`src/rtl/dtim_pkg.sv`:
```
package dtim_pkg;
    // cause of an update event, highest priority first
    typedef enum logic [1:0] {
        SRC_NONE  = 2'd0,
        SRC_SLAVE = 2'd1,
        SRC_UFLOW = 2'd2,
        SRC_SW    = 2'd3
    } upd_src_e;
endpackage

```
`src/rtl/dtim_prescaler.sv`:
```
module dtim_prescaler #(
    parameter int PSC_W = 16
) (
    input  logic             clk,
    input  logic             rst_n,
    input  logic             cnt_en_i,
    input  logic             restart_i,
    input  logic             load_i,
    input  logic [PSC_W-1:0] psc_pre_i,
    output logic             tick_o
);
    typedef struct packed {
        logic [PSC_W-1:0] cnt;
        logic [PSC_W-1:0] sh;
    } psc_st_t;

    psc_st_t st_d, st_q;

    always_comb begin
        st_d   = st_q;
        tick_o = cnt_en_i && (st_q.cnt == st_q.sh);
        if (restart_i)
            st_d.cnt = '0;
        else if (cnt_en_i)
            st_d.cnt = tick_o ? '0 : st_q.cnt + 1'b1;
        if (load_i)
            st_d.sh = psc_pre_i;
    end

    always_ff @(posedge clk or negedge rst_n) begin
        if (!rst_n) st_q <= '0;
        else        st_q <= st_d;
    end


    shadow_hold_chk: assert property (@(posedge clk) disable iff (!rst_n)
        !load_i |=> $stable(st_q.sh));

    psc_hold_chk: assert property (@(posedge clk) disable iff (!rst_n)
        !cnt_en_i && !restart_i |=> $stable(st_q.cnt));
endmodule

```
`src/rtl/dtim_counter.sv`:
```
module dtim_counter #(
    parameter int CNT_W = 16
) (
    input  logic             clk,
    input  logic             rst_n,
    input  logic             tick_i,
    input  logic             force_i,
    input  logic             upd_i,
    input  logic             arr_buf_en_i,
    input  logic [CNT_W-1:0] arr_pre_i,
    output logic             uflow_o,
    output logic [CNT_W-1:0] count_o
);
    typedef struct packed {
        logic [CNT_W-1:0] cnt;
        logic [CNT_W-1:0] arr_sh;
    } cnt_st_t;

    cnt_st_t          st_d, st_q;
    logic [CNT_W-1:0] arr_act;

    always_comb begin
        st_d    = st_q;
        arr_act = arr_buf_en_i ? st_q.arr_sh : arr_pre_i;
        uflow_o = tick_i && (st_q.cnt == '0);
        if (force_i || uflow_o)
            st_d.cnt = upd_i ? arr_pre_i : arr_act;
        else if (tick_i)
            st_d.cnt = st_q.cnt - 1'b1;
        if (upd_i)
            st_d.arr_sh = arr_pre_i;
    end

    always_ff @(posedge clk or negedge rst_n) begin
        if (!rst_n) st_q <= '0;
        else        st_q <= st_d;
    end

    assign count_o = st_q.cnt;


    dec_step_chk: assert property (@(posedge clk) disable iff (!rst_n)
        tick_i && (st_q.cnt != '0) && !force_i |=> st_q.cnt == $past(st_q.cnt) - 1'b1);

    wait_hold_chk: assert property (@(posedge clk) disable iff (!rst_n)
        !tick_i && !force_i |=> $stable(st_q.cnt));

    forced_load_chk: assert property (@(posedge clk) disable iff (!rst_n)
        force_i && upd_i |=> st_q.cnt == $past(arr_pre_i));
endmodule

```
`src/rtl/dtim_irq.sv`:
```
module dtim_irq (
    input  logic clk,
    input  logic rst_n,
    input  logic set_i,
    input  logic clr_i,
    input  logic irq_en_i,
    output logic flag_o,
    output logic irq_o
);
    logic flag_d, flag_q;

    always_comb begin
        flag_d = flag_q;
        if (set_i)      flag_d = 1'b1;
        else if (clr_i) flag_d = 1'b0;
    end

    always_ff @(posedge clk or negedge rst_n) begin
        if (!rst_n) flag_q <= 1'b0;
        else        flag_q <= flag_d;
    end

    assign flag_o = flag_q;
    assign irq_o  = flag_q & irq_en_i;


    flag_set_chk: assert property (@(posedge clk) disable iff (!rst_n)
        set_i |=> flag_q);

    flag_clr_chk: assert property (@(posedge clk) disable iff (!rst_n)
        !set_i && clr_i |=> !flag_q);
endmodule

```
`src/rtl/dtim_core.sv`:
```
module dtim_core
    import dtim_pkg::*;
#(
    parameter int CNT_W = 16,
    parameter int PSC_W = 16
) (
    input  logic             clk,
    input  logic             rst_n,
    input  logic             cnt_en_i,
    input  logic [CNT_W-1:0] arr_pre_i,
    input  logic [PSC_W-1:0] psc_pre_i,
    input  logic             arr_buf_en_i,
    input  logic             upd_dis_i,
    input  logic             urs_i,
    input  logic             ug_i,
    input  logic             slave_rst_i,
    input  logic             flag_clr_i,
    input  logic             irq_en_i,
    output logic [CNT_W-1:0] count_o,
    output logic             upd_o,
    output logic             flag_o,
    output logic             irq_o
);
    logic     tick, uflow, force_rl, upd_ev, flag_set;
    upd_src_e src;
    logic     upd_d, upd_q;

    always_comb begin
        force_rl = ug_i | slave_rst_i;
        if (slave_rst_i) src = SRC_SLAVE;
        else if (uflow)  src = SRC_UFLOW;
        else if (ug_i)   src = SRC_SW;
        else             src = SRC_NONE;
        upd_ev   = (src != SRC_NONE) && !upd_dis_i;
        flag_set = upd_ev && !(urs_i && (src == SRC_SW));
        upd_d    = upd_ev;
    end

    always_ff @(posedge clk or negedge rst_n) begin
        if (!rst_n) upd_q <= 1'b0;
        else        upd_q <= upd_d;
    end

    assign upd_o = upd_q;

    dtim_prescaler #(.PSC_W(PSC_W)) i_psc (
        .clk       (clk),
        .rst_n     (rst_n),
        .cnt_en_i  (cnt_en_i),
        .restart_i (force_rl),
        .load_i    (upd_ev),
        .psc_pre_i (psc_pre_i),
        .tick_o    (tick)
    );

    dtim_counter #(.CNT_W(CNT_W)) i_cnt (
        .clk          (clk),
        .rst_n        (rst_n),
        .tick_i       (tick),
        .force_i      (force_rl),
        .upd_i        (upd_ev),
        .arr_buf_en_i (arr_buf_en_i),
        .arr_pre_i    (arr_pre_i),
        .uflow_o      (uflow),
        .count_o      (count_o)
    );

    dtim_irq i_irq (
        .clk      (clk),
        .rst_n    (rst_n),
        .set_i    (flag_set),
        .clr_i    (flag_clr_i),
        .irq_en_i (irq_en_i),
        .flag_o   (flag_o),
        .irq_o    (irq_o)
    );


    dis_quiet_chk: assert property (@(posedge clk) disable iff (!rst_n)
        upd_dis_i |=> !upd_q);

    sw_pulse_chk: assert property (@(posedge clk) disable iff (!rst_n)
        ug_i && !upd_dis_i |=> upd_q);
endmodule

```
`config.mk`:
```
export PLATFORM = sky130hd
export DESIGN_NAME = dtim_core
export DESIGN_NICKNAME = d
export VERILOG_FILES = /design/src/rtl/dtim_pkg.sv /design/src/rtl/dtim_prescaler.sv /design/src/rtl/dtim_counter.sv /design/src/rtl/dtim_irq.sv /design/src/rtl/dtim_core.sv
export SDC_FILE = /design/constraint.sdc
export NUM_CORES = 1
export LEC_CHECK = 0
export ABC_AREA = 1
export BUFFER_PORTS_ARGS = -buffer_cell sky130_fd_sc_hd__buf_2
export CAP_MARGIN = 20
export CORE_MARGIN = 3
export CORE_UTILIZATION = 54
export CTS_BUF_LIST = sky130_fd_sc_hd__clkbuf_4
export DETAILED_ROUTE_END_ITERATION = 12
export GPL_TIMING_DRIVEN = 0
export PLACE_DENSITY_LB_ADDON = 0.15
export SLEW_MARGIN = 20
export SYNTH_ARGS = -nofsm -noshare
export SYNTH_HDL_FRONTEND = slang
export SYNTH_HIERARCHICAL = 1
export SYNTH_SLANG_ARGS = --single-unit
```
`constraint.sdc`:
```
create_clock -name clk -period 2.5 [get_ports clk]
set_clock_uncertainty 0.15 [all_clocks]
set_input_delay 0.125 -clock clk [delete_from_list [all_inputs] [get_ports clk]]
set_output_delay 0.125 -clock clk [all_outputs]
set_load 0.01 [all_outputs]
```
==> impl_metrics.ini <==
[clock_tree]
worstSkewPairLatency_ns = 0.43
root_buffer = clkbuf_4
clk_pin_slew_ns = 0.13
clock_path_buffers = 2
clock_sinks = 66
numCtsBuffers = 9
cts_tree = yes
htreeDepth = 3

[setup_path]
worstPathMaxFanout = 10
cp.arrival_ns = 2.88
required_ns = 2.69
r2r_cells = 19
regToRegSetupSlack_ns = -0.19
endpoint_kind = register
path_class = register to register
r2r-start = i_psc/st_q[27]$_DFFE_PN0P_
start_kind = register
r2r-end = i_cnt/count_o[15]$_DFFE_PN0P_

[die]
num_rows = 31
die_w_um = 93.8
start_util_pct = 56.5
io_pins = 61
fp.dieArea_um2 = 8800
die_y_um = 93.8
core_region_area_um2 = 7370

[logic_synthesis]
syn-cell-area_um2 = 4170
yosysSeqAreaShare_pct = 39.7
async_reset_ff_share_pct = 100
synth_cells = 603
yosys_warnings = 6
synth_nets = 647
synth-edff-count = 0
avgSynthCellArea_um2 = 6.91
synthDistinctLibCells = 31
ys_ff_latch = 66
yosys_most_used_dff = dfrtp_1

[placed_design]
place_area_um2 = 4620
portBuffers = 60
post-dp-hpwl_um = 7550
gp_congestion = 0.975

[route]
wl_per_cell_um = 15.1
first_pass_iters = 7
vias = 4398
drtAntennaViolNets = 0
drc_errors = 0
drtIter0Drc = 396
wl_um = 12700
viasPerCell = 5.23

[pwr]
vdd_ir_drop_max_mv = 0.420
cellLeakagePower_nw = 2.88
cellPowerDensity_nw_per_um2 = 538

[cells_and_area]
final_nets = 781
n_fill_cell = 542
antennaDiodeCount = 0
fin_area_um2 = 5700
area_growth_pct = 36.8
drive_gt1_share_pct = 27.0
multi_input_area_um2 = 2160
seq_area_um2 = 1650
final_util_pct = 77.3

[job]
maxCapViolations = 0

[timing]
fmax_mhz = 371
rsz0062_at_grt = yes
tightestPinTransition_ns = 0.594
period_share_pct = 108
setup_tns_ns = -2.62
finalSetupViolCount = 25
fin_ws_ns = -0.194
slew_headroom_pct = 60.2
post-route-min-period_ns = 2.69
hold_violations = 0
final_max_slew_viol_count = 0

[grt]
antenna_found_initial = 0
grt_max_degree = 36
grt_first_pass_wirelength_um = 19100
grt_pass1_vias = 3987
track_usage_pct = 28.0
overflow = 0

[hold_path]
min_path_type = primary input to asynchronous set/reset pin

[run_status]
violations = negative setup slack
outcome = complete, but fails checks
[how the worst max path moves through the flow]
| stage | start | end | slack [ns] | cells past startpoint |
|---|---|---|---|---|
| final | i_psc/st_q[27]$_DFFE_PN0P_ | i_cnt/count_o[15]$_DFFE_PN0P_ | -0.19 | 19 |
| after global routing | i_psc/st_q[30]$_DFFE_PN0P_ | i_cnt/count_o[14]$_DFFE_PN0P_ | -0.39 | 23 |
| after CTS | i_psc/st_q[24]$_DFFE_PN0P_ | i_cnt/count_o[13]$_DFFE_PN0P_ | -0.18 | 21 |
| after detailed placement | i_psc/st_q[24]$_DFFE_PN0P_ | i_cnt/count_o[15]$_DFFE_PN0P_ | -0.70 | 20 |
| after global placement | i_psc/st_q[24]$_DFFE_PN0P_ | i_cnt/count_o[15]$_DFFE_PN0P_ | -0.71 | 20 |
| after floorplan | i_psc/st_q[24]$_DFFE_PN0P_ | i_cnt/count_o[9]$_DFFE_PN0P_ | -0.003 | 21 |
[cells by family (layout without fill, tap and decap cells)]
kind of cell             Yosys count  in the layout  share of synthesized area, %
AO/OA/AOI/OAI                     58             58                          7.03
AND/OR/NAND/NOR                  355            355                          37.5
adder cells (fa/ha/maj)            2              2                         0.601
multiplexers                       2              2                         0.541
XOR/XNOR                          13             13                          2.73
buffers and inverters            107            246                          11.9
flip-flops                        66             66                          39.7
[report_power, final]
group          internal (mW)  switching, mW
sequential              1.17         0.0901
combinational          0.340          0.410
clock                  0.624          0.436
[layout by cell type, fill, tap and decap left out, types with 8 or more instances in the layout]
cell / count
buf_2: 60
nand2_2: 13
o21ai_0: 24
nand3_1: 38
o21ai_1: 25
dlygate4sd3_1: 37
nor2_2: 13
buf_6: 8
buf_4: 36
dfrtp_1: 64
xor2_1: 8
nor2_1: 54
inv_1: 69
nand2_1: 202
clkbuf_4: 11
[per-stage QoR]
stage | hold WS (ns) | cells | setup WS (ns) | total power [mW]
after floorplan | -0.321 | 603 | -0.00281 | 1.64
after global placement | 0.181 | 762 | -0.710 | 1.83
after detailed placement | -0.0507 | 763 | -0.705 | 1.85
after CTS | 0.00945 | 827 | -0.184 | 2.98
after global routing | 0.0380 | 841 | -0.388 | 3.21
final | 0.00893 | 841 | -0.194 | 3.07
[cells in the mapped netlist, types with 3 or more instances]
master,number,area (µm²)
nand3_1,42,210
a21oi_1,3,15.0
buf_4,17,128
buf_2,3,15.0
nor3_1,8,40.0
nor3b_1,3,22.5
inv_1,73,274
nand2_1,212,796
nand2_2,5,31.3
o21ai_0,52,260
buf_6,3,33.8
xnor2_1,5,43.8
nor2_2,11,68.8
nand4_1,5,31.3
clkbuf_1,8,30.0
nor2_4,5,56.3
dfrtp_1,66,1650
xor2_1,8,70.1
nor2_1,56,210
[layout make-up]
type,count,area share (%)
flip-flops and latches,66,29.0
plain buffers,30,5.05
inverters,76,5.18
clock buffers,10,1.32
repair buffers,124,16.9
clock inverters,6,2.41
well taps,99,2.17
multi-input cells,430,37.9
[worst max-delay path, cell delays in order, from the launching register on]
cell	delay (ns)
dfrtp_1	0.46
buf_6	0.15
nand2_4	0.05
nand2_2	0.04
nor3b_2	0.19
nand3_1	0.11
nor2_2	0.14
buf_6	0.11
nand4_1	0.06
nor2_1	0.13
inv_1	0.07
nand2_1	0.07
nand2_2	0.08
inv_4	0.11
inv_4	0.06
clkbuf_4	0.19
a21oi_4	0.18
o21ai_2	0.10
nand3_1	0.10
nand2_1	0.05
[flip-flops by register name, summed over array words and instances, names as in the netlist]
register / count
i_cnt/count_o: 16
i_cnt/st_q: 16
i_irq/flag_o: 1
i_psc/st_q: 32
upd_o: 1
[what timing repair did]
action / CTS / global route
pin swaps: 27 / 23
endpoints found under the hold margin: 109 / 0
hold buffers: 37 / 0
buffers inserted: 10 / 12
endpoints found under the setup margin: 48 / 49
resized for setup: 48 / 58
cloned: 1 / 3
[routing by layer]
layer	vias to the layer above	global-route usage, %	routed length, µm
li1	2121	-	-
met1	2060	41.2	5430
met2	197	43.3	6090
met3	20	4.25	1000
met4	0	7.46	165
met5	-	0	0
Note: power is estimated with default switching activity, not from simulation.
